`src/rtl/srb_pkg.sv`:
```
package srb_pkg;

    localparam int WORD_W = 32;
    localparam int NBYTES = WORD_W / 8;

    typedef struct packed {
        logic lsb_first;   // bit 1: bit order inside a byte
        logic big_endian;  // bit 0: byte order of the word
    } order_t;

    typedef enum logic [2:0] {
        S_IDLE,
        S_ADDR,
        S_WDATA,
        S_PAD,
        S_RDATA,
        S_DONE
    } frame_state_t;

    // Word value -> serial image, image bit WORD_W-1 leaves first.
    function automatic logic [WORD_W-1:0] to_wire(input logic [WORD_W-1:0] v, input order_t o);
        logic [WORD_W-1:0] w;
        w = '0;
        for (int k = 0; k < NBYTES; k++) begin
            for (int j = 0; j < 8; j++) begin
                int src_byte;
                int src_bit;
                src_byte = o.big_endian ? (NBYTES - 1 - k) : k;
                src_bit  = o.lsb_first ? j : (7 - j);
                w[WORD_W - 1 - (8 * k + j)] = v[8 * src_byte + src_bit];
            end
        end
        return w;
    endfunction

    // Serial image -> word value, exact inverse of to_wire.
    function automatic logic [WORD_W-1:0] from_wire(input logic [WORD_W-1:0] w, input order_t o);
        logic [WORD_W-1:0] v;
        v = '0;
        for (int k = 0; k < NBYTES; k++) begin
            for (int j = 0; j < 8; j++) begin
                int dst_byte;
                int dst_bit;
                dst_byte = o.big_endian ? (NBYTES - 1 - k) : k;
                dst_bit  = o.lsb_first ? j : (7 - j);
                v[8 * dst_byte + dst_bit] = w[WORD_W - 1 - (8 * k + j)];
            end
        end
        return v;
    endfunction

endpackage

```
`src/rtl/srb_spi_front.sv`:
```
module srb_spi_front #(
    parameter int SYNC_STAGES = 2
) (
    input  logic clk,
    input  logic rst_n,
    input  logic spi_sclk,
    input  logic spi_cs_n,
    input  logic spi_mosi,
    output logic sel,
    output logic sclk_rise,
    output logic sclk_fall,
    output logic mosi_bit
);
    localparam int NSIG = 3;
    localparam logic [NSIG-1:0] RST_VAL = 3'b010; // cs_n idles high

    logic [NSIG-1:0] raw;
    logic [NSIG-1:0] synced;
    logic            sclk_prev;

    assign raw = {spi_mosi, spi_cs_n, spi_sclk};

    for (genvar g = 0; g < NSIG; g++) begin : g_sync
        logic [SYNC_STAGES-1:0] chain;
        always_ff @(posedge clk or negedge rst_n) begin
            if (!rst_n) chain <= {SYNC_STAGES{RST_VAL[g]}};
            else        chain <= {chain[SYNC_STAGES-2:0], raw[g]};
        end
        assign synced[g] = chain[SYNC_STAGES-1];
    end

    always_ff @(posedge clk or negedge rst_n) begin
        if (!rst_n) sclk_prev <= 1'b0;
        else        sclk_prev <= synced[0];
    end

    assign sel       = ~synced[1];
    assign mosi_bit  = synced[2];
    assign sclk_rise = sel &  synced[0] & ~sclk_prev;
    assign sclk_fall = sel & ~synced[0] &  sclk_prev;

endmodule

```
`src/rtl/srb_frame_fsm.sv`:
```
module srb_frame_fsm
    import srb_pkg::*;
#(
    parameter int ADDR_BITS = 24,
    parameter int PAD_W     = 4
) (
    input  logic                 clk,
    input  logic                 rst_n,
    input  logic                 sel,
    input  logic                 sclk_rise,
    input  logic                 sclk_fall,
    input  logic                 mosi_bit,
    input  order_t               order,
    input  logic [PAD_W-1:0]     pad,
    input  logic                 data_ok,
    input  logic [WORD_W-1:0]    rd_word,
    output logic                 op_start,
    output logic                 op_we,
    output logic [ADDR_BITS-2:0] op_addr,
    output logic [WORD_W-1:0]    op_wdata,
    output logic                 launch,
    output logic                 launch_miss,
    output logic                 miso_bit
);
    localparam int CNT_W = PAD_W + 4;
    localparam int WA    = ADDR_BITS - 1;   // word address width

    frame_state_t      state, state_n;
    logic [CNT_W-1:0]  cnt;
    logic [WORD_W-1:0] sh_in;
    logic [WORD_W-1:0] sh_out;
    logic              first_q;
    logic [CNT_W-1:0]  pad_bits;
    logic              addr_last, word_last, pad_last, is_write;
    logic [WORD_W-1:0] launch_img;

    assign pad_bits   = {1'b0, pad, 3'b000};
    assign addr_last  = (cnt == CNT_W'(ADDR_BITS - 1));
    assign word_last  = (cnt == CNT_W'(WORD_W - 1));
    assign pad_last   = (cnt == pad_bits - 1'b1);
    assign is_write   = sh_in[ADDR_BITS-2];
    assign launch_img = data_ok ? to_wire(rd_word, order) : '0;

    // next-state logic
    always_comb begin
        state_n = state;
        if (!sel) begin
            state_n = S_IDLE;
        end else begin
            unique case (state)
                S_IDLE:  state_n = S_ADDR;
                S_ADDR:  if (sclk_rise && addr_last)
                             state_n = is_write ? S_WDATA :
                                       ((pad == '0) ? S_RDATA : S_PAD);
                S_WDATA: if (sclk_rise && word_last) state_n = S_DONE;
                S_PAD:   if (sclk_rise && pad_last)  state_n = S_RDATA;
                S_RDATA: if (sclk_rise && word_last) state_n = S_DONE;
                S_DONE:  state_n = S_DONE;
            endcase
        end
    end

    // state register
    always_ff @(posedge clk or negedge rst_n) begin
        if (!rst_n) state <= S_IDLE;
        else        state <= state_n;
    end

    // outputs and datapath
    always_ff @(posedge clk or negedge rst_n) begin
        if (!rst_n) begin
            cnt         <= '0;
            sh_in       <= '0;
            sh_out      <= '0;
            first_q     <= 1'b1;
            op_start    <= 1'b0;
            op_we       <= 1'b0;
            op_addr     <= '0;
            op_wdata    <= '0;
            launch      <= 1'b0;
            launch_miss <= 1'b0;
            miso_bit    <= 1'b0;
        end else begin
            op_start    <= 1'b0;
            launch      <= 1'b0;
            launch_miss <= 1'b0;

            if (state_n != state) cnt <= '0;
            else if (sclk_rise)   cnt <= cnt + 1'b1;

            if (sclk_rise && (state == S_ADDR || state == S_WDATA))
                sh_in <= {sh_in[WORD_W-2:0], mosi_bit};

            if (state == S_ADDR && sclk_rise && addr_last) begin
                op_addr <= {sh_in[WA-2:0], mosi_bit};
                op_we   <= is_write;
                if (!is_write) op_start <= 1'b1;
            end

            if (state == S_WDATA && sclk_rise && word_last) begin
                op_wdata <= from_wire({sh_in[WORD_W-2:0], mosi_bit}, order);
                op_start <= 1'b1;
            end

            if (state == S_RDATA) begin
                if (sclk_fall) begin
                    if (first_q) begin
                        sh_out      <= launch_img;
                        miso_bit    <= launch_img[WORD_W-1];
                        launch      <= 1'b1;
                        launch_miss <= ~data_ok;
                        first_q     <= 1'b0;
                    end else begin
                        sh_out   <= {sh_out[WORD_W-2:0], 1'b0};
                        miso_bit <= sh_out[WORD_W-2];
                    end
                end
            end else begin
                first_q  <= 1'b1;
                miso_bit <= 1'b0;
            end
        end
    end

endmodule

```
`src/rtl/srb_cfg_regs.sv`:
```
module srb_cfg_regs
    import srb_pkg::*;
#(
    parameter int          PAD_W   = 4,
    parameter logic [7:0]  IF_CODE = 8'hC5
) (
    input  logic              clk,
    input  logic              rst_n,
    input  logic              wr_order,
    input  logic [1:0]        wr_order_val,
    input  logic              wr_stat,
    input  logic [PAD_W-1:0]  wr_pad_val,
    input  logic              err_set,
    input  logic              err_clr,
    output order_t            order,
    output logic [PAD_W-1:0]  pad,
    output logic              err,
    output logic [WORD_W-1:0] stat_word,
    output logic [WORD_W-1:0] order_word
);
    localparam int ERR_BIT = 16;

    always_ff @(posedge clk or negedge rst_n) begin
        if (!rst_n) begin
            order <= '0;
            pad   <= '0;
            err   <= 1'b0;
        end else begin
            if (wr_order) order <= order_t'(wr_order_val);
            if (wr_stat)  pad   <= wr_pad_val;
            if (err_set)      err <= 1'b1;
            else if (err_clr) err <= 1'b0;
        end
    end

    always_comb begin
        stat_word                   = '0;
        stat_word[WORD_W-1 -: 8]    = IF_CODE;
        stat_word[ERR_BIT]          = err;
        stat_word[PAD_W-1:0]        = pad;
        order_word                  = '0;
        order_word[1:0]             = order;
    end

endmodule

```
`src/rtl/srb_bus_port.sv`:
```
module srb_bus_port
    import srb_pkg::*;
#(
    parameter int AW = 23
) (
    input  logic              clk,
    input  logic              rst_n,
    input  logic              start,
    input  logic              we,
    input  logic [AW-1:0]     addr,
    input  logic [WORD_W-1:0] wdata,
    output logic              bus_req,
    output logic              bus_we,
    output logic [AW-1:0]     bus_addr,
    output logic [WORD_W-1:0] bus_wdata,
    input  logic              bus_ack,
    input  logic [WORD_W-1:0] bus_rdata,
    output logic              rd_valid,
    output logic [WORD_W-1:0] rd_data
);
    always_ff @(posedge clk or negedge rst_n) begin
        if (!rst_n) begin
            bus_req   <= 1'b0;
            bus_we    <= 1'b0;
            bus_addr  <= '0;
            bus_wdata <= '0;
            rd_valid  <= 1'b0;
            rd_data   <= '0;
        end else if (bus_req) begin
            if (bus_ack) begin
                bus_req <= 1'b0;
                if (!bus_we) begin
                    rd_valid <= 1'b1;
                    rd_data  <= bus_rdata;
                end
            end
        end else if (start) begin
            bus_req   <= 1'b1;
            bus_we    <= we;
            bus_addr  <= addr;
            bus_wdata <= wdata;
            rd_valid  <= 1'b0;
        end
    end

endmodule

```
`src/rtl/spi_regbridge.sv`:
```
module spi_regbridge
    import srb_pkg::*;
#(
    parameter int          ADDR_BITS   = 24,
    parameter int          PAD_W       = 4,
    parameter int          SYNC_STAGES = 2,
    parameter logic [7:0]  IF_CODE     = 8'hC5,
    parameter logic [22:0] ORDER_ADDR  = 23'h7FFF00,
    parameter logic [22:0] STAT_ADDR   = 23'h7FFF01
) (
    input  logic        clk,
    input  logic        rst_n,
    input  logic        spi_sclk,
    input  logic        spi_cs_n,
    input  logic        spi_mosi,
    output logic        spi_miso,
    output logic        spi_miso_oe,
    output logic        bus_req,
    output logic        bus_we,
    output logic [22:0] bus_addr,
    output logic [31:0] bus_wdata,
    input  logic        bus_ack,
    input  logic [31:0] bus_rdata
);
    localparam int AW = ADDR_BITS - 1;

    logic              sel, sclk_rise, sclk_fall, mosi_bit;
    order_t            order;
    logic [PAD_W-1:0]  pad;
    logic              err;
    logic [WORD_W-1:0] stat_word, order_word;
    logic              op_start, op_we, launch, launch_miss, miso_bit;
    logic [AW-1:0]     op_addr;
    logic [WORD_W-1:0] op_wdata;
    logic              hit_order, hit_stat, local_hit;
    logic              rd_local_q, rd_stat_q, oe_q;
    logic              port_valid, data_ok;
    logic [WORD_W-1:0] port_data, rd_word;
    logic              stat_clr;

    srb_spi_front #(.SYNC_STAGES(SYNC_STAGES)) front_i (
        .clk(clk), .rst_n(rst_n),
        .spi_sclk(spi_sclk), .spi_cs_n(spi_cs_n), .spi_mosi(spi_mosi),
        .sel(sel), .sclk_rise(sclk_rise), .sclk_fall(sclk_fall), .mosi_bit(mosi_bit)
    );

    srb_frame_fsm #(.ADDR_BITS(ADDR_BITS), .PAD_W(PAD_W)) fsm_i (
        .clk(clk), .rst_n(rst_n), .sel(sel),
        .sclk_rise(sclk_rise), .sclk_fall(sclk_fall), .mosi_bit(mosi_bit),
        .order(order), .pad(pad), .data_ok(data_ok), .rd_word(rd_word),
        .op_start(op_start), .op_we(op_we), .op_addr(op_addr), .op_wdata(op_wdata),
        .launch(launch), .launch_miss(launch_miss), .miso_bit(miso_bit)
    );

    assign hit_order = (op_addr == ORDER_ADDR);
    assign hit_stat  = (op_addr == STAT_ADDR);
    assign local_hit = hit_order | hit_stat;
    assign stat_clr  = launch & rd_stat_q;

    srb_cfg_regs #(.PAD_W(PAD_W), .IF_CODE(IF_CODE)) cfg_i (
        .clk(clk), .rst_n(rst_n),
        .wr_order(op_start & op_we & hit_order), .wr_order_val(op_wdata[1:0]),
        .wr_stat(op_start & op_we & hit_stat),   .wr_pad_val(op_wdata[PAD_W-1:0]),
        .err_set(launch_miss), .err_clr(stat_clr),
        .order(order), .pad(pad), .err(err),
        .stat_word(stat_word), .order_word(order_word)
    );

    srb_bus_port #(.AW(AW)) port_i (
        .clk(clk), .rst_n(rst_n),
        .start(op_start & ~local_hit), .we(op_we), .addr(op_addr), .wdata(op_wdata),
        .bus_req(bus_req), .bus_we(bus_we), .bus_addr(bus_addr), .bus_wdata(bus_wdata),
        .bus_ack(bus_ack), .bus_rdata(bus_rdata),
        .rd_valid(port_valid), .rd_data(port_data)
    );

    always_ff @(posedge clk or negedge rst_n) begin
        if (!rst_n) begin
            rd_local_q <= 1'b0;
            rd_stat_q  <= 1'b0;
            oe_q       <= 1'b0;
        end else begin
            oe_q <= sel;
            if (op_start && !op_we) begin
                rd_local_q <= local_hit;
                rd_stat_q  <= hit_stat;
            end
        end
    end

    assign data_ok     = rd_local_q | port_valid;
    assign rd_word     = rd_local_q ? (rd_stat_q ? stat_word : order_word) : port_data;
    assign spi_miso_oe = oe_q;
    assign spi_miso    = miso_bit & oe_q;

endmodule

```
`config.mk`:
```
export PLATFORM = sky130hd
export DESIGN_NAME = spi_regbridge
export DESIGN_NICKNAME = d
export VERILOG_FILES = /design/src/rtl/srb_pkg.sv /design/src/rtl/srb_spi_front.sv /design/src/rtl/srb_frame_fsm.sv /design/src/rtl/srb_cfg_regs.sv /design/src/rtl/srb_bus_port.sv /design/src/rtl/spi_regbridge.sv
export SDC_FILE = /design/constraint.sdc
export NUM_CORES = 1
export LEC_CHECK = 0
export BUFFER_PORTS_ARGS = -buffer_cell sky130_fd_sc_hd__clkbuf_2
export CAP_MARGIN = 5
export CORE_MARGIN = 2
export CORE_UTILIZATION = 60
export CTS_CLUSTER_DIAMETER = 50
export DETAILED_ROUTE_END_ITERATION = 8
export PLACE_DENSITY = 0.8
export SYNTH_ARGS = -nofsm -noshare
export SYNTH_HDL_FRONTEND = slang
export SYNTH_SLANG_ARGS = --single-unit
export TNS_END_PERCENT = 20
```
`constraint.sdc`:
```
create_clock -name clk -period 6.6 [get_ports clk]
set_clock_uncertainty 0.2 [all_clocks]
set_input_delay 0.99 -clock clk [delete_from_list [all_inputs] [get_ports clk]]
set_output_delay 0.99 -clock clk [all_outputs]
set_load 0.1 [all_outputs]
```
==> results_dict.tcl, run 1 <==
set metrics [dict create \
    crit_path_end_kind "flop" \
    clk_latency_ns 0.55 \
    regArea_um2 6040 \
    firstDrtPassIters 5 \
    synth_top_family_by_area "multiplexers" \
    vias 7504 \
    dieArea_um2 20600 \
    path_class "flop to flop" \
    io_buffers 96 \
    drive_above_1_share_pct 38.8 \
    synth_compound_area_share_pct 7.30 \
    placed_area_um2 12200 \
    initial_core_util_pct 61.7 \
    row_count 50 \
    cts.sinks 241 \
    synth_seq_cells 241 \
    hp-class "flop to flop" \
    drv_cap 0 \
    p_seq_share_pct 47.6 \
    timing.setup.tns_ns 0 \
    setup-violations-final 0 \
    finalWirelength_um 23300 \
    cts_resized 0 \
    die-width_um 143 \
    synthMuxAreaShare_pct 27.4 \
    track_usage_pct 23.5 \
    p_switching_uw 683 \
    p_int_mw 2.51 \
    status "complete, no violations" \
    fp.dieH_um 143 \
    fp.coreArea_um2 18900 \
    slew_violations 0 \
    synthAdderAreaFrac_pct 0.322 \
    yosys_warnings 0 \
    remaining_drc_errors 0 \
    fin_crit_ns 3.14 \
    fin_area_um2 13200 \
    gp_congestion 0.878 \
    vdd_ir_drop_max_v 0.000210 \
    grt_pass1_vias 7312 \
    grt_max_degree 126 \
    cts_made_buffers 27 \
    start_kind "flop" \
    yosys.area_share.simple_pct 8.69 \
    power_density_nw_per_um2 243 \
    antenna_found_initial 0 \
    async_flop_share_pct 100 \
    fmax_mhz 319 \
    grt_pass1_wl_um 38800 \
    period_share_pct 47.5 \
    cts_tree "yes" \
    antennaDiodeCount 0 \
    ctsHoldBuffers 0 \
    arrival_ns 3.30 \
    syn_area_um2 11700 \
    wire_per_inst_um 18.7 \
    fillerInstances 1358 \
    netSwitchingFraction_pct 21.4 \
    ant_nets 0 \
    synthCells 902 \
    synth_ff_type "dfrtp_1" \
    cts-root-buf "clkbuf_16" \
    clockPowerShare_pct 49.7 \
    combPwrFrac_pct 2.6 \
    slew_headroom_pct 24.0 \
    drt_iter0_drc 708 \
    worst_slew_pin_slew_ns 1.14 \
    nets 1008 \
    hold_ws_ns 0.148 \
    areaGrowthSynthToFinish_pct 13.0 \
    cp.required_ns 6.77 \
    cts_setup_buffers 0 \
    multi_input_area_um2 5230 \
    synth-xor-area-share_pct 1.05 \
    finalHoldViolCount 0 \
    p_leak_nw 6.26 \
    clk_pin_slew_worst_paths_ns 0.06 \
    ys_types 63 \
    viasPerCell 6.02 \
    synth.yosys.seq_area_share_pct 51.8 \
    avgSynthCellArea_um2 12.9 \
    synth_edf_count 0 \
    synth_nets 943 \
    grt_setup_unrepaired "false" \
    finalPower_mw 3.19 \
    crit_path_max_fanout 35 \
    fin_ws_ns 3.46 \
    grt-ovfl-total 0 \
    ios 97 \
    clk_path_buf_depth 3 \
    place_hpwl_um 15000 \
    ctsHtreeMaxLevel 1 \
    place_ws_ns 3.46 \
]
[cells in the mapped netlist (3+ instances only)]
library cell  number  area [µm²]
and2_1             6        37.5
clkbuf_1          49         184
mux2i_1           22         220
ha_1               3        37.5
xor2_1             7        61.3
nand4_1            9        56.3
o21a_1             3        22.5
nand3_1            6        30.0
dfstp_2            3        78.8
buf_6              9         101
nand2b_1          12        75.1
a21oi_1           18        90.1
o211ai_1          11        82.6
xnor2_1            7        61.3
mux2_4            46         691
mux4_2            32         721
o311ai_0           3        26.3
dfrtp_1          238        5960
o22a_1             5        43.8
mux2_2           139        1570
nor3_1            27         135
buf_2              7        35.0
nor3b_1            5        37.5
a211o_1            3        26.3
nand2_1           39         146
nor4_1             8        50.1
o21ai_0           31         155
a2bb2oi_1          6        52.6
a211oi_1           5        37.5
a21o_1             4        30.0
inv_1             16        60.1
and3_1             3        18.8
or3_1              7        43.8
nor2_1            48         180
a31oi_1           22         138
[state kept, by name, indices dropped and copies added (netlist names), 2 cells and up]
signal	flops
fsm_i.state	3
front_i.g_sync.chain	6
fsm_i.sh_in	31
port_i.bus_addr	23
fsm_i.sh_out	31
port_i.bus_wdata	32
fsm_i.op_addr	23
cfg_i.order	2
fsm_i.cnt	8
port_i.rd_data	32
fsm_i.op_wdata	32
cfg_i.pad	4
[worst paths after layout]
| check | startpoint | end | slack [ns] | depth (start not counted) |
|---|---|---|---|---|
| hold / removal | front_i.g_sync[0].chain[0] | front_i.g_sync[0].chain[1] | 0.15 | 0 |
| max in group asynchronous | rst_n | port_i.bus_wdata[29] | 4.60 | 2 |
| hold reg to reg | front_i.g_sync[0].chain[0] | front_i.g_sync[0].chain[1] | 0.15 | 0 |
| setup / recovery | fsm_i.cnt[5] | fsm_i.cnt[2] | 3.46 | 5 |
| min in group asynchronous | rst_n | fsm_i.op_addr[8] | 0.28 | 1 |
| setup reg to reg | fsm_i.cnt[5] | fsm_i.cnt[2] | 3.46 | 5 |
[kinds of logic (layout without fill, tap and decap cells)]
logic type	count (synthesis)	in the layout
AOI/OAI and AO/OA	127	127
xor gates and xnor gates	14	14
adders and majority gates	3	3
buffers and inverters	85	170
DFF	241	241
muxes	239	239
and+or+nand+nor	193	193
[power by group through the flow]
stage	sequential [mW]	combinational [mW]	clock [mW]
after global placement	1.54	0.0850	0
after global routing	1.52	0.0951	1.68
after floorplan	1.54	0.0383	0
after CTS	1.52	0.0873	1.61
after detailed placement	1.55	0.0866	0
final	1.52	0.0842	1.59
[area by class of cell]
cell class,count,area share [%]
repair buffers,105,4.24
clock inverters,12,1.40
multi-input cells,576,39.7
well taps,260,2.47
flip-flops and latches,241,45.9
clock buffers,37,5.87
inverters,16,0.456
[per-layer routing]
layer | wire length (µm) | share of wire, % | vias up | track usage (%)
met1 | 10500 | 45 | 3762 | 34.9
met3 | 1290 | 5.5 | 37 | 3.53
met5 | 0 | 0 | - | 0
met4 | 487 | 2.1 | 0 | 5.83
met2 | 11100 | 48 | 251 | 37.0
li1 | - | - | 3454 | -
[metrics by stage]
step | utilization (%) | cells
final | 69.7 | 1247
after floorplan | - | 902
after CTS | 69.7 | 1247
after detailed placement | 64.6 | 1198
after global routing | 69.7 | 1247
after global placement | 64.6 | 1198
[placed cells by master (no fill, tap or decap), types with 11 or more instances in the layout]
master	n
clkbuf_16	27
o211ai_1	11
nor2_1	48
mux2_2	139
mux4_2	32
inv_1	16
mux2_4	46
a31oi_1	22
nand2b_1	12
dfrtp_1	236
a21oi_1	18
clkbuf_2	95
o21ai_0	30
mux2i_1	22
nor3_1	27
nand2_1	39
[worst max-delay path, stage by stage, from the launching register on]
cell and delay, ns:
dfrtp_1 0.48, or4b_1 0.54, or4_2 1.17, o211a_1 0.28, a21bo_4 0.22, nor4b_1 0.06
Power figures use the tool's default switching activity.
==> inputs of run 2 (changes only) <==
ABC_AREA = 1   (was unset)
clock period = 3 ns   (was 6.6 ns; I/O delays follow)
==> run 2 against run 1 <==
Critical endpoint is now fsm_i.op_wdata[1]. Cell area is 0.96% lower. Worst hold slack gained 0.0020 ns. Final cell count rose by 37%. Power increased by 110%. Synthesized area is 4.0% lower. Critical path type unchanged. Core utilization increased by 2.2 points. Routed wire length up 18%.
==> results_dict.tcl, run 2 <==
set metrics [dict create \
    drive_above_1_share_pct 14.0 \
    start_kind "flop" \
    finalPower_mw 6.82 \
    wire_per_inst_um 16.1 \
    synthDominantAreaCellType "dfrtp_1" \
    avgSynthCellArea_um2 8.31 \
    fp.coreArea_um2 18100 \
    areaGrowthSynthToFinish_pct 16.6 \
    grt_setup_unrepaired "false" \
    ys_types 37 \
    fin_crit_ns 2.60 \
    grt_max_degree 78 \
    drv_cap 0 \
    slew_violations 0 \
    worst_slew_pin_slew_ns 0.994 \
    fp.dieH_um 141 \
    path_class "flop to flop" \
    async_flop_share_pct 100 \
    synth.yosys.seq_area_share_pct 53.9 \
    initial_core_util_pct 61.7 \
    ios 97 \
    synth_nets 1388 \
    period_share_pct 86.5 \
    vdd_ir_drop_max_v 0.000404 \
    clk_path_buf_depth 3 \
    cp.required_ns 3.24 \
    hold_ws_ns 0.150 \
    synth_seq_cells 241 \
    cts_setup_buffers 0 \
    grt-ovfl-total 0 \
    place_hpwl_um 17900 \
    yosys.cell_count.top_type "nand2_1" \
    grt_pass1_vias 9201 \
    dieArea_um2 19800 \
    synthCells 1347 \
    crit_path_max_fanout 38 \
    clk_latency_ns 0.53 \
    cts.sinks 241 \
    synth_edf_count 0 \
    ctsHtreeMaxLevel 1 \
    row_count 49 \
    yosys_warnings 0 \
    fmax_mhz 385 \
    antennaDiodeCount 0 \
    cts_tree "yes" \
    final_common_cell "nand2_1" \
    cts-root-buf "clkbuf_16" \
    crit_path_end_kind "flop" \
    synth_common_cells "nand2_1 (327), dfrtp_1 (238), o21ai_0 (203)" \
    setup-violations-final 0 \
    slew_headroom_pct 33.5 \
    fin_area_um2 13000 \
    arrival_ns 2.83 \
    power_density_nw_per_um2 523 \
    antenna_found_initial 0 \
    io_buffers 96 \
    gp_congestion 0.933 \
    p_leak_nw 6.29 \
    finalHoldViolCount 0 \
    track_usage_pct 28.1 \
    die-width_um 141 \
    crit_family "buffers and inverters" \
    hp-class "flop to flop" \
    final_util_pct 71.9 \
    path_cells "buf_4 -> inv_1 -> nor2_2 -> inv_1 -> o22ai_1 -> a21oi_1 -> o21ai_0 -> nand2_1 -> o21ai_0" \
    reg_top3 "fsm_i.op_wdata: 32 flops, port_i.bus_wdata: 32 flops, port_i.rd_data: 32 flops" \
    nets 1502 \
    synth_ff_type "dfrtp_1" \
    grt_pass1_wl_um 45600 \
    ant_nets 0 \
    netlist_top_cells_area "dfrtp_1 (53%), nand2_1 (11%), o21ai_0 (9.1%)" \
    firstDrtPassIters 8 \
    viasPerCell 5.67 \
    drt_iter0_drc 888 \
    worst-path-buf-inv 3 \
    status "complete, no violations" \
    timing.setup.tns_ns 0 \
    cts_made_buffers 26 \
    placed_area_um2 11900 \
    synth_top_area_share_pct 53.2 \
    finalWirelength_um 27500 \
    fillerInstances 1411 \
    max_stage_delay_ns 0.54 \
    vias 9670 \
    clk_pin_slew_worst_paths_ns 0.06 \
    cp_slowest_cell "nor2_2" \
    syn_area_um2 11200 \
    remaining_drc_errors 0 \
    final_cell_mix "nand2_1 (326), dfrtp_1 (238), o21ai_0 (203), inv_1 (128), a21oi_1 (113)" \
]
[run 2: cell type report]
type / count / area, µm² / area share (%)
flip-flops and latches: 241 / 6030 / 46.3
multi-input cells: 897 / 4360 / 33.4
repair buffers: 157 / 1080 / 8.27
clock buffers: 39 / 741 / 5.68
inverters: 138 / 519 / 3.98
well taps: 229 / 287 / 2.20
clock inverters: 4 / 22.5 / 0.173
[run 2: kinds of logic after synthesis]
group	after synthesis	synth area share, %
adder cells (fa/ha/maj)	3	0.336
buffers and inverters	209	7.22
XOR/XNOR	7	0.548
AND/OR/NAND/NOR	488	18.3
AO/OA/AOI/OAI	381	17.9
flip-flops	241	53.9
multiplexers	18	1.80
[run 2: layer usage]
metal / wire [µm] / up-vias / track usage, %
met5: 0 / - / 0
met3: 2150 / 52 / 4.03
met2: 12600 / 414 / 44.1
met1: 12200 / 4567 / 41.9
met4: 456 / 0 / 7.42
li1: - / 4637 / -
[run 2: worst paths after layout]
kind / start / endpoint / slack (ns) / cells past startpoint
setup / recovery: cfg_i.order[1] / fsm_i.op_wdata[1] / 0.40 / 9
hold / removal: front_i.g_sync[0].chain[0] / front_i.g_sync[0].chain[1] / 0.15 / 0
setup reg to reg: cfg_i.order[1] / fsm_i.op_wdata[1] / 0.40 / 9
hold reg to reg: front_i.g_sync[0].chain[0] / front_i.g_sync[0].chain[1] / 0.15 / 0
max in group asynchronous: rst_n / port_i.bus_addr[14] / 1.50 / 3
min in group asynchronous: rst_n / port_i.bus_wdata[17] / 0.29 / 2
[run 2: repair_timing]
| item | in CTS | in global routing |
|---|---|---|
| hold endpoints to repair | 109 | 0 |
| hold buffers | 37 | 0 |
| endpoints found under the setup margin | 0 | 0 |
| gates resized for setup | 0 | 0 |
[run 2: power breakdown]
group | total, mW | internal, mW | switching [mW]
registers | 3.40 | 3.34 | 0.0579
clock network | 2.92 | 1.69 | 1.23
logic | 0.500 | 0.185 | 0.316
total | 6.82 | 5.22 | 1.60
[run 2: through the flow]
| stage | std cells | setup WS (ns) |
|---|---|---|
| CTS | 1705 | 0.476 |
| global route | 1705 | 0.157 |
| global placement | 1625 | 0.591 |
| detailed placement | 1625 | 0.496 |
| finish | 1705 | 0.404 |
| floorplan | 1347 | 0.725 |
[run 2: worst reg2reg max path: cells and delay by family (launching register included)]
kind | cells | cell delay [ns]
buffers and inverters | 3 | 0.89
AO/OA/AOI/OAI | 4 | 0.45
flip-flops | 1 | 0.35
AND/OR/NAND/NOR | 2 | 0.62
